===== config.mk =====
export PLATFORM = sky130hd
export DESIGN_NAME = serial_cmd_guard
export DESIGN_NICKNAME = d
export VERILOG_FILES = /design/src/rtl/scg_pkg.sv /design/src/rtl/scg_frame.sv /design/src/rtl/scg_decode.sv /design/src/rtl/scg_ctrl.sv /design/src/rtl/serial_cmd_guard.sv
export SDC_FILE = /design/constraint.sdc
export NUM_CORES = 1
export LEC_CHECK = 0
export BUFFER_PORTS_ARGS = -buffer_cell sky130_fd_sc_hd__buf_2
export CAP_MARGIN = 15
export CORE_ASPECT_RATIO = 0.5
export CORE_MARGIN = 2
export CORE_UTILIZATION = 38
export CTS_BUF_LIST = sky130_fd_sc_hd__clkbuf_8
export DETAILED_ROUTE_END_ITERATION = 10
export HOLD_SLACK_MARGIN = 0.15
export PLACE_DENSITY = 0.61
export SYNTH_ARGS = -nofsm -noshare
export SYNTH_HDL_FRONTEND = slang
export SYNTH_SLANG_ARGS = --single-unit

===== constraint.sdc =====
create_clock -name clk_i -period 2.3 [get_ports clk_i]
set_input_delay 0.345 -clock clk_i [delete_from_list [all_inputs] [get_ports clk_i]]
set_output_delay 0.345 -clock clk_i [all_outputs]
set_load 0.03 [all_outputs]

===== src/rtl/scg_pkg.sv =====
package scg_pkg;
  typedef enum logic [3:0] {
    CMD_NONE    = 4'd0,
    CMD_READ    = 4'd1,
    CMD_WRITE   = 4'd2,
    CMD_ERASE   = 4'd3,
    CMD_WDIS    = 4'd4,
    CMD_WRALL   = 4'd5,
    CMD_ERALL   = 4'd6,
    CMD_WEN     = 4'd7,
    CMD_PREAD   = 4'd8,
    CMD_PWRITE  = 4'd9,
    CMD_PCLEAR  = 4'd10,
    CMD_PEN     = 4'd11,
    CMD_PDIS    = 4'd12
  } cmd_e;

  function automatic logic is_write_type(cmd_e c);
    return c inside {CMD_WRITE, CMD_ERASE, CMD_WRALL, CMD_ERALL, CMD_PWRITE, CMD_PCLEAR};
  endfunction

  function automatic logic is_prot_cmd(cmd_e c);
    return c inside {CMD_PWRITE, CMD_PCLEAR};
  endfunction
endpackage


===== src/rtl/scg_frame.sv =====
module scg_frame #(
  parameter int ADDR_W = 8,
  parameter int DATA_W = 16,
  parameter int CNT_W  = 5
) (
  input  logic              clk_i,
  input  logic              rst_ni,
  input  logic              sclk_i,
  input  logic              cs_i,
  input  logic              sdi_i,
  input  logic              prot_sel_i,
  output logic              end_o,
  output logic [CNT_W-1:0]  cnt_o,
  output logic [1:0]        op_o,
  output logic [ADDR_W-1:0] addr_o,
  output logic [DATA_W-1:0] data_o,
  output logic              prot_o
);
  localparam logic [CNT_W-1:0] CNT_MAX  = '1;
  localparam int               OP_LAST  = 2;
  localparam int               AD_LAST  = OP_LAST + ADDR_W;
  localparam int               DT_LAST  = AD_LAST + DATA_W;

  logic sclk_q, cs_q, active_q;
  logic rise;

  assign rise  = sclk_i & ~sclk_q;
  assign end_o = cs_q & ~cs_i & active_q;

  always_ff @(posedge clk_i or negedge rst_ni) begin
    if (!rst_ni) begin
      sclk_q   <= 1'b0;
      cs_q     <= 1'b0;
      active_q <= 1'b0;
      cnt_o    <= '0;
      op_o     <= '0;
      addr_o   <= '0;
      data_o   <= '0;
      prot_o   <= 1'b0;
    end else begin
      sclk_q <= sclk_i;
      cs_q   <= cs_i;
      if (!cs_i) begin
        active_q <= 1'b0;
        cnt_o    <= '0;
      end else if (rise) begin
        if (!active_q) begin
          if (sdi_i) begin
            active_q <= 1'b1;
            cnt_o    <= CNT_W'(1);
            op_o     <= '0;
            addr_o   <= '0;
            data_o   <= '0;
            prot_o   <= prot_sel_i;
          end
        end else begin
          if (cnt_o != CNT_MAX) cnt_o <= cnt_o + 1'b1;
          if (int'(cnt_o) <= OP_LAST)
            op_o <= {op_o[0], sdi_i};
          else if (int'(cnt_o) <= AD_LAST)
            addr_o <= {addr_o[ADDR_W-2:0], sdi_i};
          else if (int'(cnt_o) <= DT_LAST)
            data_o <= {data_o[DATA_W-2:0], sdi_i};
        end
      end
    end
  end

  assert_cnt_sat_R5: assert property (@(posedge clk_i) disable iff (!rst_ni)
    (cnt_o == CNT_MAX && cs_i) |=> (cnt_o == CNT_MAX || $fell(cs_q)));
endmodule


===== src/rtl/scg_decode.sv =====
module scg_decode
  import scg_pkg::*;
#(
  parameter int ADDR_W = 8,
  parameter int DATA_W = 16,
  parameter int CNT_W  = 5
) (
  input  logic [1:0]       op_i,
  input  logic [1:0]       sub_i,
  input  logic             prot_i,
  input  logic [CNT_W-1:0] cnt_i,
  output cmd_e             cmd_o,
  output logic             len_ok_o
);
  localparam int               SHORT_N = 1 + 2 + ADDR_W;
  localparam int               LONG_N  = SHORT_N + DATA_W;
  localparam logic [CNT_W-1:0] SHORT_L = CNT_W'(SHORT_N);
  localparam logic [CNT_W-1:0] LONG_L  = CNT_W'(LONG_N);

  always_comb begin
    cmd_o = CMD_NONE;
    if (!prot_i) begin
      unique case (op_i)
        2'b01: cmd_o = CMD_WRITE;
        2'b10: cmd_o = CMD_READ;
        2'b11: cmd_o = CMD_ERASE;
        default: begin
          unique case (sub_i)
            2'b00: cmd_o = CMD_WDIS;
            2'b01: cmd_o = CMD_WRALL;
            2'b10: cmd_o = CMD_ERALL;
            default: cmd_o = CMD_WEN;
          endcase
        end
      endcase
    end else begin
      unique case (op_i)
        2'b01: cmd_o = CMD_PWRITE;
        2'b10: cmd_o = CMD_PREAD;
        2'b11: cmd_o = CMD_PCLEAR;
        default: begin
          if (sub_i == 2'b11)      cmd_o = CMD_PEN;
          else if (sub_i == 2'b00) cmd_o = CMD_PDIS;
          else                     cmd_o = CMD_NONE;
        end
      endcase
    end
  end

  always_comb begin
    unique case (cmd_o)
      CMD_READ, CMD_PREAD, CMD_NONE: len_ok_o = 1'b0;
      CMD_WRITE, CMD_WRALL:          len_ok_o = (cnt_i == LONG_L);
      default:                       len_ok_o = (cnt_i == SHORT_L);
    endcase
  end
endmodule


===== src/rtl/scg_ctrl.sv =====
module scg_ctrl
  import scg_pkg::*;
#(
  parameter int ADDR_W   = 8,
  parameter int DATA_W   = 16,
  parameter int BUSY_CYC = 20
) (
  input  logic              clk_i,
  input  logic              rst_ni,
  input  logic              end_i,
  input  cmd_e              cmd_i,
  input  logic              len_ok_i,
  input  logic [ADDR_W-1:0] addr_i,
  input  logic [DATA_W-1:0] data_i,
  output logic              busy_o,
  output logic              lock_o,
  output logic              commit_o,
  output logic [3:0]        cmd_o,
  output logic [ADDR_W-1:0] addr_o,
  output logic [DATA_W-1:0] data_o
);
  localparam int BW = $clog2(BUSY_CYC + 1);
  localparam logic [BW-1:0] BUSY_LD = BW'(BUSY_CYC);

  logic [BW-1:0] busy_cnt;
  logic          wen_q, armed_q;
  logic          valid, go;

  assign valid  = end_i & len_ok_i;
  assign go     = valid & is_write_type(cmd_i) & wen_q & ~busy_o
                & ~(is_prot_cmd(cmd_i) & lock_o);
  assign busy_o = (busy_cnt != '0);

  always_ff @(posedge clk_i or negedge rst_ni) begin
    if (!rst_ni) begin
      busy_cnt <= '0;
      wen_q    <= 1'b0;
      armed_q  <= 1'b0;
      lock_o   <= 1'b0;
      commit_o <= 1'b0;
      cmd_o    <= '0;
      addr_o   <= '0;
      data_o   <= '0;
    end else begin
      commit_o <= go;
      if (go) begin
        busy_cnt <= BUSY_LD;
        cmd_o    <= cmd_i;
        addr_o   <= addr_i;
        data_o   <= data_i;
      end else if (busy_o) begin
        busy_cnt <= busy_cnt - 1'b1;
      end
      if (valid && cmd_i == CMD_WEN)  wen_q <= 1'b1;
      if (valid && cmd_i == CMD_WDIS) wen_q <= 1'b0;
      if (end_i) armed_q <= valid && (cmd_i == CMD_PEN);
      if (valid && cmd_i == CMD_PDIS && armed_q) lock_o <= 1'b1;
    end
  end

  assert_commit_pulse_R8: assert property (@(posedge clk_i) disable iff (!rst_ni)
    commit_o |=> !commit_o);
  assert_commit_wen_R6: assert property (@(posedge clk_i) disable iff (!rst_ni)
    commit_o |-> $past(wen_q));
  assert_busy_load_R9: assert property (@(posedge clk_i) disable iff (!rst_ni)
    commit_o |-> (busy_cnt == BUSY_LD));
  assert_lock_arm_R11: assert property (@(posedge clk_i) disable iff (!rst_ni)
    $rose(lock_o) |-> $past(armed_q));
  assert_lock_sticky_R11: assert property (@(posedge clk_i) disable iff (!rst_ni)
    lock_o |=> lock_o);
  assert_no_busy_commit_R10: assert property (@(posedge clk_i) disable iff (!rst_ni)
    commit_o |-> !$past(busy_o));
endmodule


===== src/rtl/serial_cmd_guard.sv =====
module serial_cmd_guard
  import scg_pkg::*;
#(
  parameter int ADDR_W   = 8,
  parameter int DATA_W   = 16,
  parameter int CNT_W    = 5,
  parameter int BUSY_CYC = 20
) (
  input  logic              clk_i,
  input  logic              rst_ni,
  input  logic              sclk_i,
  input  logic              cs_i,
  input  logic              sdi_i,
  input  logic              prot_sel_i,
  output logic              sdo_o,
  output logic              commit_o,
  output logic [3:0]        cmd_o,
  output logic [ADDR_W-1:0] addr_o,
  output logic [DATA_W-1:0] data_o
);
  logic              f_end, f_prot, len_ok, busy, lock;
  logic [CNT_W-1:0]  f_cnt;
  logic [1:0]        f_op;
  logic [ADDR_W-1:0] f_addr;
  logic [DATA_W-1:0] f_data;
  cmd_e              dec_cmd;

  scg_frame #(.ADDR_W(ADDR_W), .DATA_W(DATA_W), .CNT_W(CNT_W)) u_frame (
    .clk_i, .rst_ni, .sclk_i, .cs_i, .sdi_i, .prot_sel_i,
    .end_o(f_end), .cnt_o(f_cnt), .op_o(f_op), .addr_o(f_addr),
    .data_o(f_data), .prot_o(f_prot)
  );

  scg_decode #(.ADDR_W(ADDR_W), .DATA_W(DATA_W), .CNT_W(CNT_W)) u_dec (
    .op_i(f_op), .sub_i(f_addr[ADDR_W-1 -: 2]), .prot_i(f_prot), .cnt_i(f_cnt),
    .cmd_o(dec_cmd), .len_ok_o(len_ok)
  );

  scg_ctrl #(.ADDR_W(ADDR_W), .DATA_W(DATA_W), .BUSY_CYC(BUSY_CYC)) u_ctrl (
    .clk_i, .rst_ni, .end_i(f_end), .cmd_i(dec_cmd), .len_ok_i(len_ok),
    .addr_i(f_addr), .data_i(f_data), .busy_o(busy), .lock_o(lock),
    .commit_o, .cmd_o, .addr_o, .data_o
  );

  assign sdo_o = cs_i & busy & ~lock;

  assert_commit_csfall_R8: assert property (@(posedge clk_i) disable iff (!rst_ni)
    commit_o |-> !$past(cs_i));
endmodule


# Yosys cells after proc, flatten, opt, wreduce, memory -nomap -nowiden
# Index checks and enable logic that the tools add are counted.
[classes]
addsub = 2
mul = 0
div_mod_pow = 0
n_lt_le_gt_ge = 3
eq_ne = 29
shifts = 0
muxes = 32
bitwise_logic = 17
n_reduce_logical = 20
[ops]
columns = ["op", "count"]
rows = [
  ["two-way mux 16 bit", 5],
  ["two-way mux 5 bit", 7],
  ["two-way mux 8 bit", 4],
  ["case mux 4 bit (3 select lines)", 2],
  ["equality test 4 bit (second input constant)", 5],
  ["equality test 4 x 3 -> 1 bit (second input constant)", 4],
  ["two-way mux 4 bit", 3],
  ["AND 1 bit", 11],
  ["inequality test 2 bit (second input constant)", 5],
  ["equality test 2 bit (second input constant)", 4],
  ["equality test 4 x 2 -> 1 bit (second input constant)", 2],
  ["AND reduction 4 bit", 2],
  ["nonzero test 2 bit", 4],
  ["two-way mux 1 bit", 6],
  ["two-way mux 2 bit", 3],
  ["NOT 1 bit", 6],
  ["case mux 2 bit (3 select lines)", 1],
  ["AND reduction 6 bit", 1],
  ["nonzero test 6 bit", 1],
  ["adder 5 x 1 -> 5 bit (second input constant)", 1],
  ["equality test 5 x 4 -> 1 bit (second input constant)", 1],
  ["equality test 5 bit (second input constant)", 1],
  ["<= comparator 5 x 2 -> 1 bit (second input constant)", 1],
  ["<= comparator 5 x 4 -> 1 bit (second input constant)", 1],
  ["other kinds (17)", 22],
]
[word_totals]
regBits = 72
latch_bits = 0
ramBits = 0
romBits = 0
in_bits = 6
elab_cells = 119
memories = 0

# Longest topological paths before layout
[depth]
ltp_word = 14
ltp_mapped = 9
depth_no_buf = 9

# Hierarchy
# From an unflattened synthesis, not the netlist that was laid out.
[unflattened]
hier_cells = 281
area_unflattened_um2 = 3423.3
[by_module_without_submodules]
columns = ["mod", "instances", "cells_each", "area_per_inst_um2", "seq_area_each_um2"]
rows = [
  ["scg_ctrl", 1, 115, 1609.0, 925.9],
  ["scg_frame", 1, 133, 1570.3, 875.8],
  ["scg_decode", 1, 32, 235.2, 0.0],
  ["serial_cmd_guard", 1, 1, 8.8, 0.0],
]

# Worst setup path after synthesis
# No wires, ideal clock.
[synth_timing]
kind = "register to register"
startpoint = "register u_frame.addr_o[6]"
endpoint = "register u_ctrl.addr_o[6]"
setup_time_ns = 0.127
arrival_time_ns = 2.365
t_required_ns = 2.173
slack_ns = -0.193
stages_incl_launch_ff = 10
path_buffers = 1
path_cell_list = "dfrtp_1 > inv_1 > ha_1 > nor3b_1 > o2bb2ai_1 > o21bai_1 > or3b_1 > a21oi_4 > buf_6 > mux2_1"
[synth_between]
elab_chain_cells = 13
elab_cells_between_ends = 31
cone_classes = "eq/ne: 11; mux: 7; bitwise: 7; reduce/logical: 6"
[synth_rtl]
columns = ["element", "line", "rtl"]
rows = [
  ["start, declared", "scg_frame.sv:15", "output logic [ADDR_W-1:0] addr_o,"],
  ["start signal, assigned", "scg_frame.sv:61", "addr_o <= {addr_o[ADDR_W-2:0], sdi_i};"],
  ["zero test 2 bit", "scg_decode.sv:28, scg_decode.sv:43", ""],
  ["two-way mux 4 bit", "scg_decode.sv:43", "else if (sub_i == 2'b00) cmd_o = CMD_PDIS;"],
  ["two-way mux 4 bit", "scg_decode.sv:42", "if (sub_i == 2'b11) cmd_o = CMD_PEN;"],
  ["case mux 4 bit (3 select lines)", "scg_decode.sv:37", "unique case (op_i)"],
  ["two-way mux 4 bit", "scg_decode.sv:22", "if (!prot_i) begin"],
  ["equality test 4 x 1 -> 1 bit (tied with other cells)", "scg_decode.sv:51", "unique case (cmd_o)"],
  ["OR reduction 3 bit / OR reduction 2 bit (equally long branches)", "scg_decode.sv:51", ""],
  ["case mux 1 bit (2 select lines)", "scg_decode.sv:51", ""],
  ["AND 1 bit", "scg_ctrl.sv:29", "assign valid = end_i & len_ok_i;"],
  ["AND 1 bit (3 in a row)", "scg_ctrl.sv:30", "assign go = valid & is_write_type(cmd_i) & wen_q & ~busy_o"],
  ["AND 1 bit", "scg_ctrl.sv:31", "& ~(is_prot_cmd(cmd_i) & lock_o);"],
  ["end signal, assigned", "scg_ctrl.sv:49", "addr_o <= addr_i;"],
  ["end, declared", "scg_ctrl.sv:19", "output logic [ADDR_W-1:0] addr_o,"],
]
# Parallel ways exist; a longest one is shown, timed or not.
# A chain may end at the register's enable or synchronous reset.

# Worst setup path in the final report
[layout_timing]
startpoint = "register u_frame.addr_o[7]"
endpoint = "register u_ctrl.cmd_o[3]"
[layout_between]
elab_chain_cells = 13
elab_cells_between_ends = 31
cone_classes = "eq/ne: 11; mux: 7; bitwise: 7; reduce/logical: 6"
[layout_rtl]
columns = ["element", "line", "rtl"]
rows = [
  ["zero test 2 bit", "scg_decode.sv:28, scg_decode.sv:43", ""],
  ["two-way mux 4 bit", "scg_decode.sv:43", ""],
  ["two-way mux 4 bit", "scg_decode.sv:42", ""],
  ["case mux 4 bit (3 select lines)", "scg_decode.sv:37", ""],
  ["two-way mux 4 bit (*)", "scg_decode.sv:22", ""],
  ["equality test 4 x 1 -> 1 bit (tied with other cells)", "scg_decode.sv:51", ""],
  ["OR reduction 3 bit / OR reduction 2 bit (equally long branches)", "scg_decode.sv:51", ""],
  ["case mux 1 bit (2 select lines)", "scg_decode.sv:51", ""],
  ["AND 1 bit", "scg_ctrl.sv:29", ""],
  ["AND 1 bit (3 in a row)", "scg_ctrl.sv:30", ""],
  ["AND 1 bit", "scg_ctrl.sv:31", ""],
  ["end signal, assigned", "scg_ctrl.sv:48", "cmd_o <= cmd_i;"],
  ["end, declared", "scg_ctrl.sv:18", "output logic [3:0] cmd_o,"],
]
# Mark *: on every way between the ends. The rest lies on a longest branch, timed or not.

==> flow_metrics.py <==
metrics = {
    "run_status": {
        "status": "finished, violations left",
        "violations": "negative setup slack",
    },
    "power": {
        "p_per_area_nw_per_um2": 571,
        "power_leakage_nw": 2.10,
        "ir_worst_vdd_mv": 0.246,
    },
    "timing": {
        "maxSlewViolCount": 0,
        "finClkSkew_ns": 0.0198,
        "worst_slew_pin_slew_ns": 0.502,
        "fmax_mhz": 403,
        "max_slew_margin_pct": 66.4,
        "hold_viol_final": 0,
        "setup_slack_ns": -0.181,
        "period_needed_ns": 2.48,
        "setup_viol": 27,
        "whs_ns": 0.231,
        "finalCritPeriodShare_pct": 108,
        "rsz0062_at_grt": "true",
    },
    "clock_network": {
        "clk_latency_ns": 0.36,
        "cts_made_buffers": 9,
        "clk_pin_slew_worst_paths_ns": 0.08,
        "cts_tree": "built",
        "htreeDepth": 3,
        "cts_max_path_buffers": 2,
        "cts_root_buf": "clkbuf_8",
        "clock_sinks": 72,
    },
    "cells_and_area": {
        "nNetsFinal": 403,
        "diodes": 0,
        "multi_input_area_um2": 1550,
        "syn_to_final_growth_pct": 30.6,
        "drive_above_1_share_pct": 34.5,
        "seq_area_um2": 1800,
        "nFillCells": 762,
    },
    "critical_path": {
        "crit_slowest_cell": "dfrtp_1",
        "arrival_ns": 2.72,
        "crit_path_start_kind": "register",
        "r2r_slack_ns": -0.18,
        "worstSetupEndpointType": "register",
        "max_stage_delay_ns": 0.42,
        "critical_path_class": "reg -> reg",
        "crit_chain": "inv_2 -> ha_4 -> nor3b_4 -> o2bb2ai_2 -> o21bai_4 -> or3b_4 -> a21oi_4 -> buf_4 -> clkbuf_16 -> mux2_4",
        "path_buf_inv": 3,
        "required_ns": 2.54,
        "crit_fanout": 7,
        "crit_family": "simple AND/OR/NAND/NOR gates",
        "r2r_end": "u_ctrl.cmd_o[3]$_DFFE_PN0P_",
        "r2r-start": "u_frame.addr_o[7]$_DFFE_PN0P_",
        "r2r_cells": 10,
    },
    "routing": {
        "top_signal_layer_used": "met4",
        "dr.pass1.iters": 4,
        "wl_met3_um": 284,
        "vias": 2494,
        "ant_nets": 0,
        "wl_met2_mm": 3.63,
        "finalWirelength_mm": 7.35,
        "wl_per_cell_um": 14.4,
        "drt_iter0_drc": 145,
        "vias_per_cell": 4.88,
        "drc_errors": 0,
        "route.layer.met1.wl_mm": 3.34,
    },
    "grt": {
        "grt_pass1_vias": 2498,
        "groute.usage.overall_pct": 15.9,
        "overflow": 0,
        "grt_max_degree": 54,
        "antenna_found_initial": 0,
        "grt_pass1_wl_mm": 11.9,
    },
    "synthesis": {
        "ys_ff_latch": 72,
        "synthTopCellsByArea": "dfrtp_1 (54%), mux2_1 (8.8%), o21ai_0 (6.0%)",
        "yosys.area.top_type_share_pct": 54.0,
        "syn_inst": 315,
        "yosysSeqAreaShare_pct": 54.0,
        "synth_edf_count": 0,
        "avgSynthCellArea_um2": 10.6,
        "yosysTopAreaCell": "dfrtp_1",
        "netlist_area_um2": 3340,
        "synth_ff_type": "dfrtp_1",
        "syn-num-nets": 329,
        "yosys_warnings": 0,
        "synth_cell_type_count": 45,
        "async_reset_ff_share_pct": 100,
    },
    "min_path": {
        "min_path_type": "in -> reg",
        "min_from": "prot_sel_i",
        "worstHoldPathCells": 2,
        "hold_end": "u_frame.prot_o$_DFFE_PN0P_",
    },
    "place": {
        "pre_cts_slack_ns": -0.118,
        "dpl.hpwl_mm": 4.68,
        "place.gp.congestion": 0.892,
        "io_buffers": 35,
    },
    "floorplan": {
        "start_util_pct": 38.7,
        "core_um2": 8620,
        "fp.dieH_um": 70.3,
        "ioPinCount": 36,
        "die_area_um2": 9590,
        "placementRows": 24,
        "die_w_um": 137,
    },
    "run": {
        "maxCapViolations": 0,
    },
}
## metrics by stage
stage | TNS (ns) | cells | power [mW] | utilization [%] | cell area [µm²]
final | -4.17 | 511 | 2.49 | 50.6 | 4360
after global routing | -6.72 | 511 | 2.60 | 50.6 | 4360
after CTS | -2.71 | 503 | 2.50 | 47.6 | 4100
after detailed placement | -2.59 | 485 | 1.54 | 45.2 | 3890
after global placement | -0.772 | 485 | 1.53 | 45.2 | 3890
after floorplan | -0.213 | 315 | 1.45 | - | 3380
## per-layer routing
| metal | up-vias | global-route usage [%] |
|---|---|---|
| met2 | 50 | 26.5 |
| met1 | 1210 | 19.8 |
| met4 | 0 | 5.90 |
| met5 | - | 0 |
| met3 | 7 | 4.28 |
| li1 | 1227 | - |
## worst reg2reg max path, cell delays in order, from the launching register on
cell and delay, ns:
dfrtp_1 0.42, inv_2 0.12, ha_4 0.21, nor3b_4 0.15, o2bb2ai_2 0.12, o21bai_4 0.17
or3b_4 0.39, a21oi_4 0.15, buf_4 0.16, clkbuf_16 0.17, mux2_4 0.30
## logic make-up after synthesis
group                    synth area share, %
AND/OR/NAND/NOR                         14.1
flip-flops                              54.0
buffers and inverters                   5.77
AO/OA/AOI/OAI                           12.1
adder cells (fa/ha/maj)                 3.00
multiplexers                            9.41
XOR/XNOR                                1.57
## sequential cells by signal (all words and copies together), names as in the netlist, 2 cells and up
name / count
u_frame.op_o: 2
u_ctrl.busy_cnt: 5
u_frame.cnt_o: 5
u_frame.addr_o: 8
u_ctrl.cmd_o: 4
u_ctrl.data_o: 16
u_frame.data_o: 16
u_ctrl.addr_o: 8
## cells in the mapped netlist (2+ instances only)
library cell	number
and3_1	3
nor3b_1	3
dfrtp_1	72
nand4_1	3
nand3_1	22
a21oi_2	2
nor3_1	3
nor2_1	12
inv_1	26
mux2_1	26
buf_1	2
o21ai_0	40
nand2b_1	2
buf_6	4
a21boi_0	2
or3_1	2
xnor2_1	4
xor2_1	2
a32o_1	2
a21o_1	3
clkbuf_1	8
o211ai_1	2
nor2b_1	7
ha_1	8
or3b_1	2
a21oi_1	5
nand2_1	30
## power by group
part / internal, mW / switching (mW)
clock: 0.434 / 0.520
combinational: 0.0853 / 0.116
sequential: 1.30 / 0.0344
total: 1.82 / 0.670
## area by class of cell
type                       instances  share of cell area [%]
tap                              117                    3.36
inverter                          26                    2.24
multi-input combinational        201                    35.5
sequential                        72                    41.3
timing repair buffer              79                    13.3
clock buffer                      10                    3.16
clock inverter                     6                    1.15
## cell usage in the layout, fill, tap and decap left out, types with 4 or more instances in the layout
cell type  synthesis  layout
nand2_1           30      30
buf_2              1      35
a21oi_1            5       4
buf_6              4       7
inv_1             26      24
mux2_4             0      21
dfrtp_1           72      72
nor2_1            12      11
nor2b_1            7       7
mux2_1            26       5
buf_4              1      32
nand3_1           22      22
clkbuf_8           0      10
ha_1               8       5
o21ai_0           40      38
## what timing repair did
item	in CTS	in global routing
resized for setup	0	42
cloned	0	2
setup buffers	0	6
hold buffers	2	0
setup endpoints to repair	26	29
endpoints found under the hold margin	20	0
pin swaps	0	5
## worst max path at each step
stage	endpoint	cells past startpoint	startpoint	slack (ns)
floorplan	u_ctrl.addr_o[6]$_DFFE_PN0P_	9	u_frame.addr_o[6]$_DFFE_PN0P_	-0.01
global route	u_ctrl.data_o[10]$_DFFE_PN0P_	10	u_frame.addr_o[7]$_DFFE_PN0P_	-0.27
finish	u_ctrl.cmd_o[3]$_DFFE_PN0P_	10	u_frame.addr_o[7]$_DFFE_PN0P_	-0.18
CTS	u_ctrl.data_o[12]$_DFFE_PN0P_	9	u_frame.addr_o[7]$_DFFE_PN0P_	-0.12
global placement	u_ctrl.data_o[7]$_DFFE_PN0P_	9	u_frame.addr_o[6]$_DFFE_PN0P_	-0.03
detailed placement	u_ctrl.data_o[12]$_DFFE_PN0P_	8	u_frame.addr_o[6]$_DFFE_PN0P_	-0.12
Power figures use the tool's default switching activity.
